**src/rtl/pse_pkg.sv**
```systemverilog
package pse_pkg;

  // Assist lifecycle of one counter
  typedef enum logic [1:0] {
    ST_IDLE   = 2'd0,  // counting events
    ST_ARMING = 2'd1,  // overflowed, assist delay running
    ST_ARMED  = 2'd2,  // next event triggers
    ST_WAIT   = 2'd3   // triggered, held until its record closes
  } pse_state_e;

endpackage

```
**src/rtl/pse_ctr_unit.sv**
```systemverilog
module pse_ctr_unit
  import pse_pkg::*;
#(
  parameter int CTR_W = 8,
  parameter int DLY_W = 4
) (
  input  logic             clk,
  input  logic             rst_n,
  input  logic             is_precise,
  input  logic             reload_en,
  input  logic [CTR_W-1:0] reload_val,
  input  logic             load,
  input  logic             evt,
  input  logic [DLY_W-1:0] arm_delay,
  input  logic             retire,
  output logic             trig,
  output logic             ovf,
  output logic             armed,
  output logic             status
);

  logic [CTR_W-1:0] cnt_q;
  logic [DLY_W-1:0] tmr_q;
  pse_state_e       st_q;
  logic             stat_q;
  logic             counting;

  // Value taken after a record or a plain overflow
  function automatic logic [CTR_W-1:0] after_wrap(input logic en, input logic [CTR_W-1:0] rv);
    return en ? rv : '0;
  endfunction

  // Delay of zero is promoted to one cycle
  function automatic logic [DLY_W-1:0] eff_delay(input logic [DLY_W-1:0] d);
    return (d == '0) ? DLY_W'(1) : d;
  endfunction

  assign counting = (st_q == ST_IDLE) && evt && (cnt_q != '0);
  assign ovf      = counting && (cnt_q == CTR_W'(1));
  assign trig     = (st_q == ST_ARMED) && evt;
  assign armed    = (st_q == ST_ARMED);
  assign status   = stat_q;

  always_ff @(posedge clk) begin
    if (!rst_n) begin
      cnt_q  <= '0;
      tmr_q  <= '0;
      st_q   <= ST_IDLE;
      stat_q <= 1'b0;
    end else if (load) begin
      cnt_q  <= reload_val;
      tmr_q  <= '0;
      st_q   <= ST_IDLE;
      stat_q <= 1'b0;
    end else if (retire) begin
      cnt_q  <= after_wrap(reload_en, reload_val);
      st_q   <= ST_IDLE;
      stat_q <= 1'b0;
    end else begin
      unique case (st_q)
        ST_IDLE: begin
          if (ovf) begin
            stat_q <= 1'b1;
            if (is_precise) begin
              cnt_q <= '0;
              tmr_q <= eff_delay(arm_delay);
              st_q  <= ST_ARMING;
            end else begin
              cnt_q <= after_wrap(reload_en, reload_val);
            end
          end else if (counting) begin
            cnt_q <= cnt_q - 1'b1;
          end
        end
        ST_ARMING: begin
          if (tmr_q <= DLY_W'(1)) st_q <= ST_ARMED;
          else                    tmr_q <= tmr_q - 1'b1;
        end
        ST_ARMED: begin
          if (trig) st_q <= ST_WAIT;
        end
        default: ;
      endcase
    end
  end

endmodule

```
**src/rtl/pse_merge.sv**
```systemverilog
module pse_merge #(
  parameter int N   = 4,
  parameter int WIN = 2
) (
  input  logic         clk,
  input  logic         rst_n,
  input  logic [N-1:0] trig,
  output logic         close,
  output logic [N-1:0] tag,
  output logic [N-1:0] retire
);

  generate
    if (WIN == 0) begin : g_same_cycle
      logic unused_clk_rst;
      assign unused_clk_rst = clk ^ rst_n;
      assign close  = |trig;
      assign tag    = trig;
      assign retire = close ? trig : '0;
    end else begin : g_window
      localparam int WCW = $clog2(WIN + 1) + 1;
      logic [N-1:0]   pend_q;
      logic [WCW-1:0] win_q;
      logic [N-1:0]   all_mask;

      assign all_mask = pend_q | trig;
      assign close    = (pend_q != '0) && (win_q == WCW'(1));
      assign tag      = all_mask;
      assign retire   = close ? all_mask : '0;

      always_ff @(posedge clk) begin
        if (!rst_n) begin
          pend_q <= '0;
          win_q  <= '0;
        end else if (close) begin
          pend_q <= '0;
          win_q  <= '0;
        end else if (pend_q == '0) begin
          if (trig != '0) begin
            pend_q <= trig;
            win_q  <= WCW'(WIN);
          end
        end else begin
          pend_q <= all_mask;
          win_q  <= win_q - 1'b1;
        end
      end
    end
  endgenerate

endmodule

```
**src/rtl/pse_rec_index.sv**
```systemverilog
module pse_rec_index #(
  parameter int N         = 4,
  parameter int DEPTH     = 4,
  parameter int ADDR_W    = 16,
  parameter int REC_WORDS = 4,
  localparam int CNT_W    = $clog2(DEPTH + 1)
) (
  input  logic              clk,
  input  logic              rst_n,
  input  logic              close,
  input  logic [N-1:0]      tag,
  input  logic [N-1:0]      snap,
  input  logic [ADDR_W-1:0] base,
  input  logic [CNT_W-1:0]  threshold,
  output logic              rec_we,
  output logic [ADDR_W-1:0] rec_addr,
  output logic [N-1:0]      rec_status,
  output logic [N-1:0]      rec_tag,
  output logic [CNT_W-1:0]  rec_count,
  output logic              irq,
  output logic              buf_ovf
);

  logic [CNT_W-1:0] count_q;
  logic             full;

  function automatic logic [ADDR_W-1:0] slot_addr(input logic [ADDR_W-1:0] b,
                                                  input logic [CNT_W-1:0]  idx);
    return b + ADDR_W'(idx) * ADDR_W'(REC_WORDS);
  endfunction

  assign full      = (count_q == CNT_W'(DEPTH));
  assign rec_count = count_q;
  assign irq       = (threshold != '0) && (count_q >= threshold);

  always_ff @(posedge clk) begin
    if (!rst_n) begin
      count_q    <= '0;
      rec_we     <= 1'b0;
      rec_addr   <= '0;
      rec_status <= '0;
      rec_tag    <= '0;
      buf_ovf    <= 1'b0;
    end else begin
      rec_we <= 1'b0;
      if (close) begin
        if (!full) begin
          rec_we     <= 1'b1;
          rec_addr   <= slot_addr(base, count_q);
          rec_status <= snap;
          rec_tag    <= tag;
          count_q    <= count_q + 1'b1;
        end else begin
          buf_ovf <= 1'b1;
        end
      end
    end
  end

endmodule

```
**src/rtl/precise_sample_engine.sv**
```systemverilog
module precise_sample_engine #(
  parameter int N_CTR     = 4,
  parameter int CTR_W     = 8,
  parameter int DLY_W     = 4,
  parameter int WIN       = 2,
  parameter int DEPTH     = 4,
  parameter int ADDR_W    = 16,
  parameter int REC_WORDS = 4,
  localparam int CNT_W    = $clog2(DEPTH + 1)
) (
  input  logic                   clk,
  input  logic                   rst_n,
  input  logic [N_CTR-1:0]       cfg_precise,
  input  logic [N_CTR-1:0]       cfg_reload_en,
  input  logic [N_CTR*CTR_W-1:0] cfg_reload_val,
  input  logic [DLY_W-1:0]       cfg_arm_delay,
  input  logic [CNT_W-1:0]       cfg_threshold,
  input  logic [ADDR_W-1:0]      cfg_base,
  input  logic [N_CTR-1:0]       ctr_load,
  input  logic [N_CTR-1:0]       evt,
  output logic [N_CTR-1:0]       status,
  output logic [N_CTR-1:0]       assist_armed,
  output logic                   rec_we,
  output logic [ADDR_W-1:0]      rec_addr,
  output logic [N_CTR-1:0]       rec_status,
  output logic [N_CTR-1:0]       rec_tag,
  output logic [CNT_W-1:0]       rec_count,
  output logic                   irq,
  output logic                   buf_ovf
);

  // Named internal events, observed by the bound checker
  logic [N_CTR-1:0] ctr_trig;
  logic [N_CTR-1:0] ctr_ovf;
  logic [N_CTR-1:0] ctr_retire;
  logic             merge_close;
  logic [N_CTR-1:0] merge_tag;

  generate
    for (genvar i = 0; i < N_CTR; i++) begin : g_ctr
      pse_ctr_unit #(
        .CTR_W (CTR_W),
        .DLY_W (DLY_W)
      ) u_ctr (
        .clk        (clk),
        .rst_n      (rst_n),
        .is_precise (cfg_precise[i]),
        .reload_en  (cfg_reload_en[i]),
        .reload_val (cfg_reload_val[i*CTR_W +: CTR_W]),
        .load       (ctr_load[i]),
        .evt        (evt[i]),
        .arm_delay  (cfg_arm_delay),
        .retire     (ctr_retire[i]),
        .trig       (ctr_trig[i]),
        .ovf        (ctr_ovf[i]),
        .armed      (assist_armed[i]),
        .status     (status[i])
      );
    end
  endgenerate

  pse_merge #(
    .N   (N_CTR),
    .WIN (WIN)
  ) u_merge (
    .clk    (clk),
    .rst_n  (rst_n),
    .trig   (ctr_trig),
    .close  (merge_close),
    .tag    (merge_tag),
    .retire (ctr_retire)
  );

  pse_rec_index #(
    .N         (N_CTR),
    .DEPTH     (DEPTH),
    .ADDR_W    (ADDR_W),
    .REC_WORDS (REC_WORDS)
  ) u_index (
    .clk        (clk),
    .rst_n      (rst_n),
    .close      (merge_close),
    .tag        (merge_tag),
    .snap       (status),
    .base       (cfg_base),
    .threshold  (cfg_threshold),
    .rec_we     (rec_we),
    .rec_addr   (rec_addr),
    .rec_status (rec_status),
    .rec_tag    (rec_tag),
    .rec_count  (rec_count),
    .irq        (irq),
    .buf_ovf    (buf_ovf)
  );

endmodule

```
**config.mk**
```make
export PLATFORM = sky130hd
export DESIGN_NAME = precise_sample_engine
export DESIGN_NICKNAME = d
export VERILOG_FILES = /design/src/rtl/pse_pkg.sv /design/src/rtl/pse_ctr_unit.sv /design/src/rtl/pse_merge.sv /design/src/rtl/pse_rec_index.sv /design/src/rtl/precise_sample_engine.sv
export SDC_FILE = /design/constraint.sdc
export NUM_CORES = 1
export LEC_CHECK = 0
export ABC_AREA = 1
export BUFFER_PORTS_ARGS = -buffer_cell sky130_fd_sc_hd__buf_2
export CORE_MARGIN = 2
export CORE_UTILIZATION = 58
export DETAILED_ROUTE_END_ITERATION = 8
export PLACE_DENSITY = 0.83
export SYNTH_ARGS = -nofsm -noshare
export SYNTH_HDL_FRONTEND = slang
export SYNTH_SLANG_ARGS = --single-unit
```
**constraint.sdc**
```tcl
create_clock -name clk -period 2.44 [get_ports clk]
set_input_delay 0.244 -clock clk [delete_from_list [all_inputs] [get_ports clk]]
set_output_delay 0.244 -clock clk [all_outputs]
set_load 0.1 [all_outputs]
```
==> results of run 1 <==
[final cells by class]
| class | count | area, µm² | area share, % |
|---|---|---|---|
| clock inverter | 5 | 56.3 | 0.734 |
| clock buffer | 10 | 229 | 2.99 |
| timing repair buffer | 115 | 588 | 7.67 |
| sequential | 96 | 1920 | 25.1 |
| multi-input combinational | 718 | 4090 | 53.4 |
| tap | 143 | 179 | 2.33 |
| inverter | 159 | 597 | 7.78 |
[power by group through the flow]
stage,sequential [µW],clock [µW],combinational [µW]
3_5_place_dp,1780,0,1020
6_report,1750,1400,1030
2_1_floorplan,1760,0,815
3_3_place_gp,1780,0,1000
4_1_cts,1750,1440,1030
5_1_grt,1760,1510,1180
[flip-flops by register name, indices dropped and copies added (netlist names), 3 cells and up]
register,flops
g_ctr.u_ctr.cnt_q,32
g_ctr.u_ctr.tmr_q,16
u_index.rec_addr,16
g_ctr.u_ctr.st_q,8
g_ctr.u_ctr.status,4
u_index.rec_status,4
u_index.rec_tag,4
u_merge.g_window.pend_q,4
u_index.rec_count,3
u_merge.g_window.win_q,3
[worst max-delay path, cell delays in order (launching register included)]
cell and delay, ns:
dfxtp_2 0.37, ha_1 0.19, inv_1 0.06, fa_1 0.39, o21ai_0 0.17, nand2_1 0.11, nor2_1 0.15, nand2_1 0.12
o21ai_0 0.16, nand3_1 0.08, o211ai_1 0.09, inv_1 0.05
[placed cells by master, fill, tap and decap left out, types with 5 or more instances in the layout]
master / count
buf_4: 5
nand2_1: 195
nand4_1: 23
buf_2: 110
o21ai_2: 10
nand2_2: 12
o21ai_1: 18
a21oi_1: 75
dfxtp_1: 94
inv_2: 16
nor2_1: 114
inv_1: 142
xnor2_1: 10
xor2_1: 16
or2_2: 6
nand3_4: 7
ha_1: 50
nor3_1: 12
clkbuf_16: 9
nor2_4: 9
nand3_1: 44
o21ai_0: 80
[worst paths after layout]
check,from,to,slack (ns),depth (start not counted)
worst min register to register,g_ctr[3].u_ctr.tmr_q[1],g_ctr[3].u_ctr.tmr_q[1],0.48,2
worst max register to register,u_index.rec_count[0],u_index.rec_addr[14],0.39,11
worst min-delay path,cfg_reload_val[10],g_ctr[1].u_ctr.cnt_q[2],0.11,3
worst max-delay path,u_index.rec_count[0],u_index.rec_addr[14],0.39,11
[stage by stage]
step / cell area (µm²) / std cells / util [%] / total power, µW / hold slack, ns
4_1_cts: 7670 / 1246 / 67.1 / 4220 / 0.103
5_1_grt: 7670 / 1246 / 67.1 / 4450 / 0.124
3_3_place_gp: 7380 / 1231 / 64.7 / 2780 / 0.458
6_report: 7670 / 1246 / 67.1 / 4180 / 0.115
2_1_floorplan: 6770 / 997 / - / 2580 / 0.379
3_5_place_dp: 7380 / 1231 / 64.7 / 2800 / 0.469
[cell families after synthesis]
logic type / Yosys count / synth area share, %
buffers and inverters: 183 / 11.1
xor gates and xnor gates: 26 / 3.37
DFF: 96 / 28.4
adders and majority gates: 51 / 9.54
AOI/OAI and AO/OA: 205 / 16.6
and+or+nand+nor: 436 / 31.0
[layer usage]
metal  global-route usage (%)  up-vias  wire (µm)
li1                         -     3417          -
met1                     30.9     2857       6920
met2                     42.1      167       7250
met3                     5.93       19        756
met4                     6.99        0        210
met5                        0        -          0
==> metrics.md, run 1 <==
| Metric | Value |
|---|---|
| Outcome | finished, final reports clean |
| Worst Clk Skew | 0.00785 ns |
| Peak Freq | 0.488 GHz |
| Routed wire length | 15.1 mm |
| RSZ-0062 raised after global routing | no |
| Psw | 1340 µW |
| Skew-Pair Late Insertion Delay | 0.35 ns |
| I/O Pins | 111 |
| CTS resizes | 0 |
| PortBufs | 110 |
| Fraction of registers with async set/reset | 0% |
| Synth cell count leaders | 195 x nand2_1, 142 x inv_1, 114 x nor2_1 |
| Int Pwr | 2840 µW |
| Fillers | 1010 |
| Largest net degree at the start of global routing | 54 |
| Hold Buf Count CTS | 0 |
| Comb pwr share | 24.7% |
| Die H | 112 µm |
| Tot GR Track Use | 24.6% |
| Worst Max-Slew Pin Slew | 0.560 ns |
| Cell variety after synth | 43 |
| Max_cap viols | 0 |
| Slew headroom | 62.6% |
| Initial antenna violation count | 0 |
| Top_reg_cell synth | dfxtp_1 |
| ANT cells | 0 |
| Gate count of the mapped netlist | 997 |
| Via/cell ratio | 5.18 |
| Post-DP HPWL | 11.7 mm |
| Synth Area per Inst | 6.79 µm² |
| Syn-to-layout area delta | 13.3% |
| Nets | 1223 |
| Initial DRC count | 432 |
| Drc violations | 0 |
| # clock sinks | 96 |
| Core Area | 11400 µm² |
| Share of cells above drive strength 1 | 18.7% |
| Post-CTS setup buffer count | 0 |
| Die area | 12500 µm² |
| First-pass GRT wire length | 25.7 mm |
| Die X | 112 µm |
| Startpoint types | register |
| Clock transition at path regs | 0.07 ns |
| Syn nets | 1121 |
| Crit path arrival time | 2.30 ns |
| Seq cells post-synth | 96 |
| VDD IR max | 0.622 mV |
| Post-synth top area cell | dfxtp_1 |
| Wire per inst | 12.2 µm |
| Final setup vio count | 0 |
| Area share of the largest cell type after synthesis | 28.4% |
| Clock share of power | 33.5% |
| Synth warn | 0 |
| Gpl congestion | 0.899 |
| Most common cell in the netlist | nand2_1 |
| DR pass1 iterations | 5 |
| WP data required | 2.69 ns |
| Vias in the first global route | 5764 |
| PnR worst setup slack | 0.390 ns |
| Pwr Density | 545 nW/µm² |
| Syn Std Cell Area | 6770 µm² |
| Reg power frac | 41.8% |
| Worst slack at placement | 0.407 ns |
| Final TNS setup | 0 ns |
| H-tree depth | 3 |
| Area contributors post-synth | dfxtp_1 28%, nand2_1 11%, ha_1 9.2% |
| Starting Density | 59.2% |
| CTS root buf | clkbuf_16 |
| CP endpoint kind | register |
| GR Overflow Total | 0 |
| EDFF count, synth | 0 |
| ANT nets after route | 0 |
| Pleak | 0.00382 µW |
| Final hold violations | 0 |
| Period minus WS final | 2.05 ns |
| Sequential area share after synthesis | 28.4% |
| CP Max Fanout | 6 |
| Max Slew Vio Count | 0 |
| Clock tree buffer depth | 2 |
| CTS tree | done |
| TritonCTS Buffers | 9 |
| Hold WC Path Type | in2reg |
| Sw Share | 32.1% |
| Routed vias | 6460 |
| Critical path class | reg2reg |
| Post-route clock period utilization | 84.0% |
| Site Rows | 39 |
Note: power is estimated with default switching activity, not from simulation.
==> run 2, diff against run 1 <==
- clock period: 2.44 -> 2.15 ns (I/O delays scaled with it)
==> metrics.md, run 2 (synthesis gave the netlist of run 1 again) <==
| Metric | Value |
|---|---|
| Vias in the first global route | 6133 |
| Final hold violations | 0 |
| I/O Pins | 111 |
| Critical path class | reg2reg |
| Wire per inst | 12.3 µm |
| Nets | 1225 |
| Max_cap viols | 0 |
| Slew headroom | 64.7% |
| Max Slew Vio Count | 0 |
| ANT nets after route | 0 |
| Reg2reg path depth | 11 |
| Hold EP | u_index.rec_addr[0] |
| CTS root buf | clkbuf_16 |
| Initial antenna violation count | 0 |
| Post-DP HPWL | 11.7 mm |
| Core Area | 11400 µm² |
| Final setup vio count | 0 |
| Clock tree buffer depth | 2 |
| PortBufs | 110 |
| DR pass1 iterations | 5 |
| Startpoint types | register |
| Hold-critical path depth | 3 |
| Skew-Pair Late Insertion Delay | 0.36 ns |
| ANT cells | 0 |
| Worst slack at placement | 0.123 ns |
| Share of cells above drive strength 1 | 19.1% |
| Routed wire length | 15.4 mm |
| # clock sinks | 96 |
| Die area | 12500 µm² |
| Max reg flops | 32 |
| Clock transition at path regs | 0.07 ns |
| TritonCTS Buffers | 9 |
| VDD IR max | 0.546 mV |
| Pleak | 0.00384 µW |
| Via/cell ratio | 5.22 |
| Syn-to-layout area delta | 14.0% |
| CP endpoint kind | register |
| GR Overflow Total | 0 |
| Commonest non-fill, non-tap cell in the layout | nand2_1 |
| Die X | 112 µm |
| Hold WC Path Type | in2reg |
| Final TNS setup | 0 ns |
| Period minus WS final | 1.97 ns |
| Core Util, Final | 67.5% |
| Hold Buf Count CTS | 0 |
| Starting Density | 59.2% |
| CTS tree | done |
| Largest net degree at the start of global routing | 54 |
| R2r endpoint | u_index.rec_addr[14] |
| Most frequent cells in the layout | 195 x nand2_1, 142 x inv_1, 113 x nor2_1 |
| Tot GR Track Use | 25.0% |
| Die H | 112 µm |
| Worst r2r src | u_index.rec_count[0] |
| Outcome | finished, final reports clean |
| WHS | 0.0748 ns |
| Pwr Density | 625 nW/µm² |
| Site Rows | 39 |
| RSZ-0062 raised after global routing | no |
| R2R Setup Slk | 0.18 ns |
| CP Max Fanout | 6 |
| Post-route clock period utilization | 91.6% |
| Routed vias | 6517 |
| PnR worst setup slack | 0.181 ns |
| WP data required | 2.40 ns |
| Initial DRC count | 282 |
| Hold Startpoint | cfg_base[0] |
| Drc violations | 0 |
| Reg with most FFs | g_ctr.u_ctr.cnt_q |
| First-pass GRT wire length | 26.4 mm |
| H-tree depth | 3 |
| Peak Freq | 0.508 GHz |
| Worst Max-Slew Pin Slew | 0.530 ns |
| Gpl congestion | 0.903 |
| Largest regs | g_ctr.u_ctr.cnt_q (32), g_ctr.u_ctr.tmr_q (16), u_index.rec_addr (16) |
| Worst Clk Skew | 0.00777 ns |
| Crit path arrival time | 2.22 ns |
-- run 2: critical path: stages (launching register included) --
cell and delay (ns):
dfxtp_4 0.37, ha_1 0.17, inv_1 0.05, fa_1 0.39, o21ai_1 0.15, nand2_1 0.11, nor2_2 0.13, nand2_1 0.10
o21ai_0 0.16, nand3_1 0.08, o211ai_1 0.08, inv_1 0.05
-- run 2: layer usage --
layer  GRT usage [%]  wire length [µm]
met4            10.2               431
met3            3.38               590
met2            44.9              7540
met5               0                 0
met1            30.1              6840
-- run 2: worst max-delay path by stage --
stage	end	depth (start not counted)	startpoint	slack [ns]
2_1_floorplan	u_index.rec_addr[14]	11	u_index.rec_count[0]	0.001
3_3_place_gp	u_index.rec_addr[14]	11	u_index.rec_count[0]	0.16
3_5_place_dp	u_index.rec_addr[14]	11	u_index.rec_count[0]	0.12
4_1_cts	irq	9	u_index.rec_count[0]	0.08
5_1_grt	irq	9	u_index.rec_count[0]	0.002
6_report	u_index.rec_addr[14]	11	u_index.rec_count[0]	0.18
-- run 2: power by group --
| part | switching, µW | leakage [µW] | internal, µW | total [µW] |
|---|---|---|---|---|
| sequential | 114 | 0.000783 | 1870 | 1980 |
| clock | 740 | 0.000149 | 913 | 1650 |
| combinational | 726 | 0.00291 | 460 | 1190 |
| total | 1580 | 0.00384 | 3240 | 4820 |
-- run 2: repair_timing --
action / CTS / global route
hold endpoints to repair: 0 / 0
buffers inserted: 0 / 0
gates resized for setup: 0 / 5
setup endpoints to repair: 0 / 3
-- run 2: layout make-up --
type,instances,area (µm²)
multi-input cells,718,4100
fillers,1039,3710
flip-flops and latches,96,1930
repair buffers,117,609
inverters,159,597
clock buffers,10,229
well taps,143,179
clock inverters,6,68.8
-- run 2: per-stage QoR --
stage               area (µm²)  cells  power (µW)
finish                    7710   1249        4820
detailed placement        7400   1233        3190
floorplan                 6770    997        2920
global route              7710   1249        5090
global placement          7400   1233        3160
CTS                       7700   1249        4850
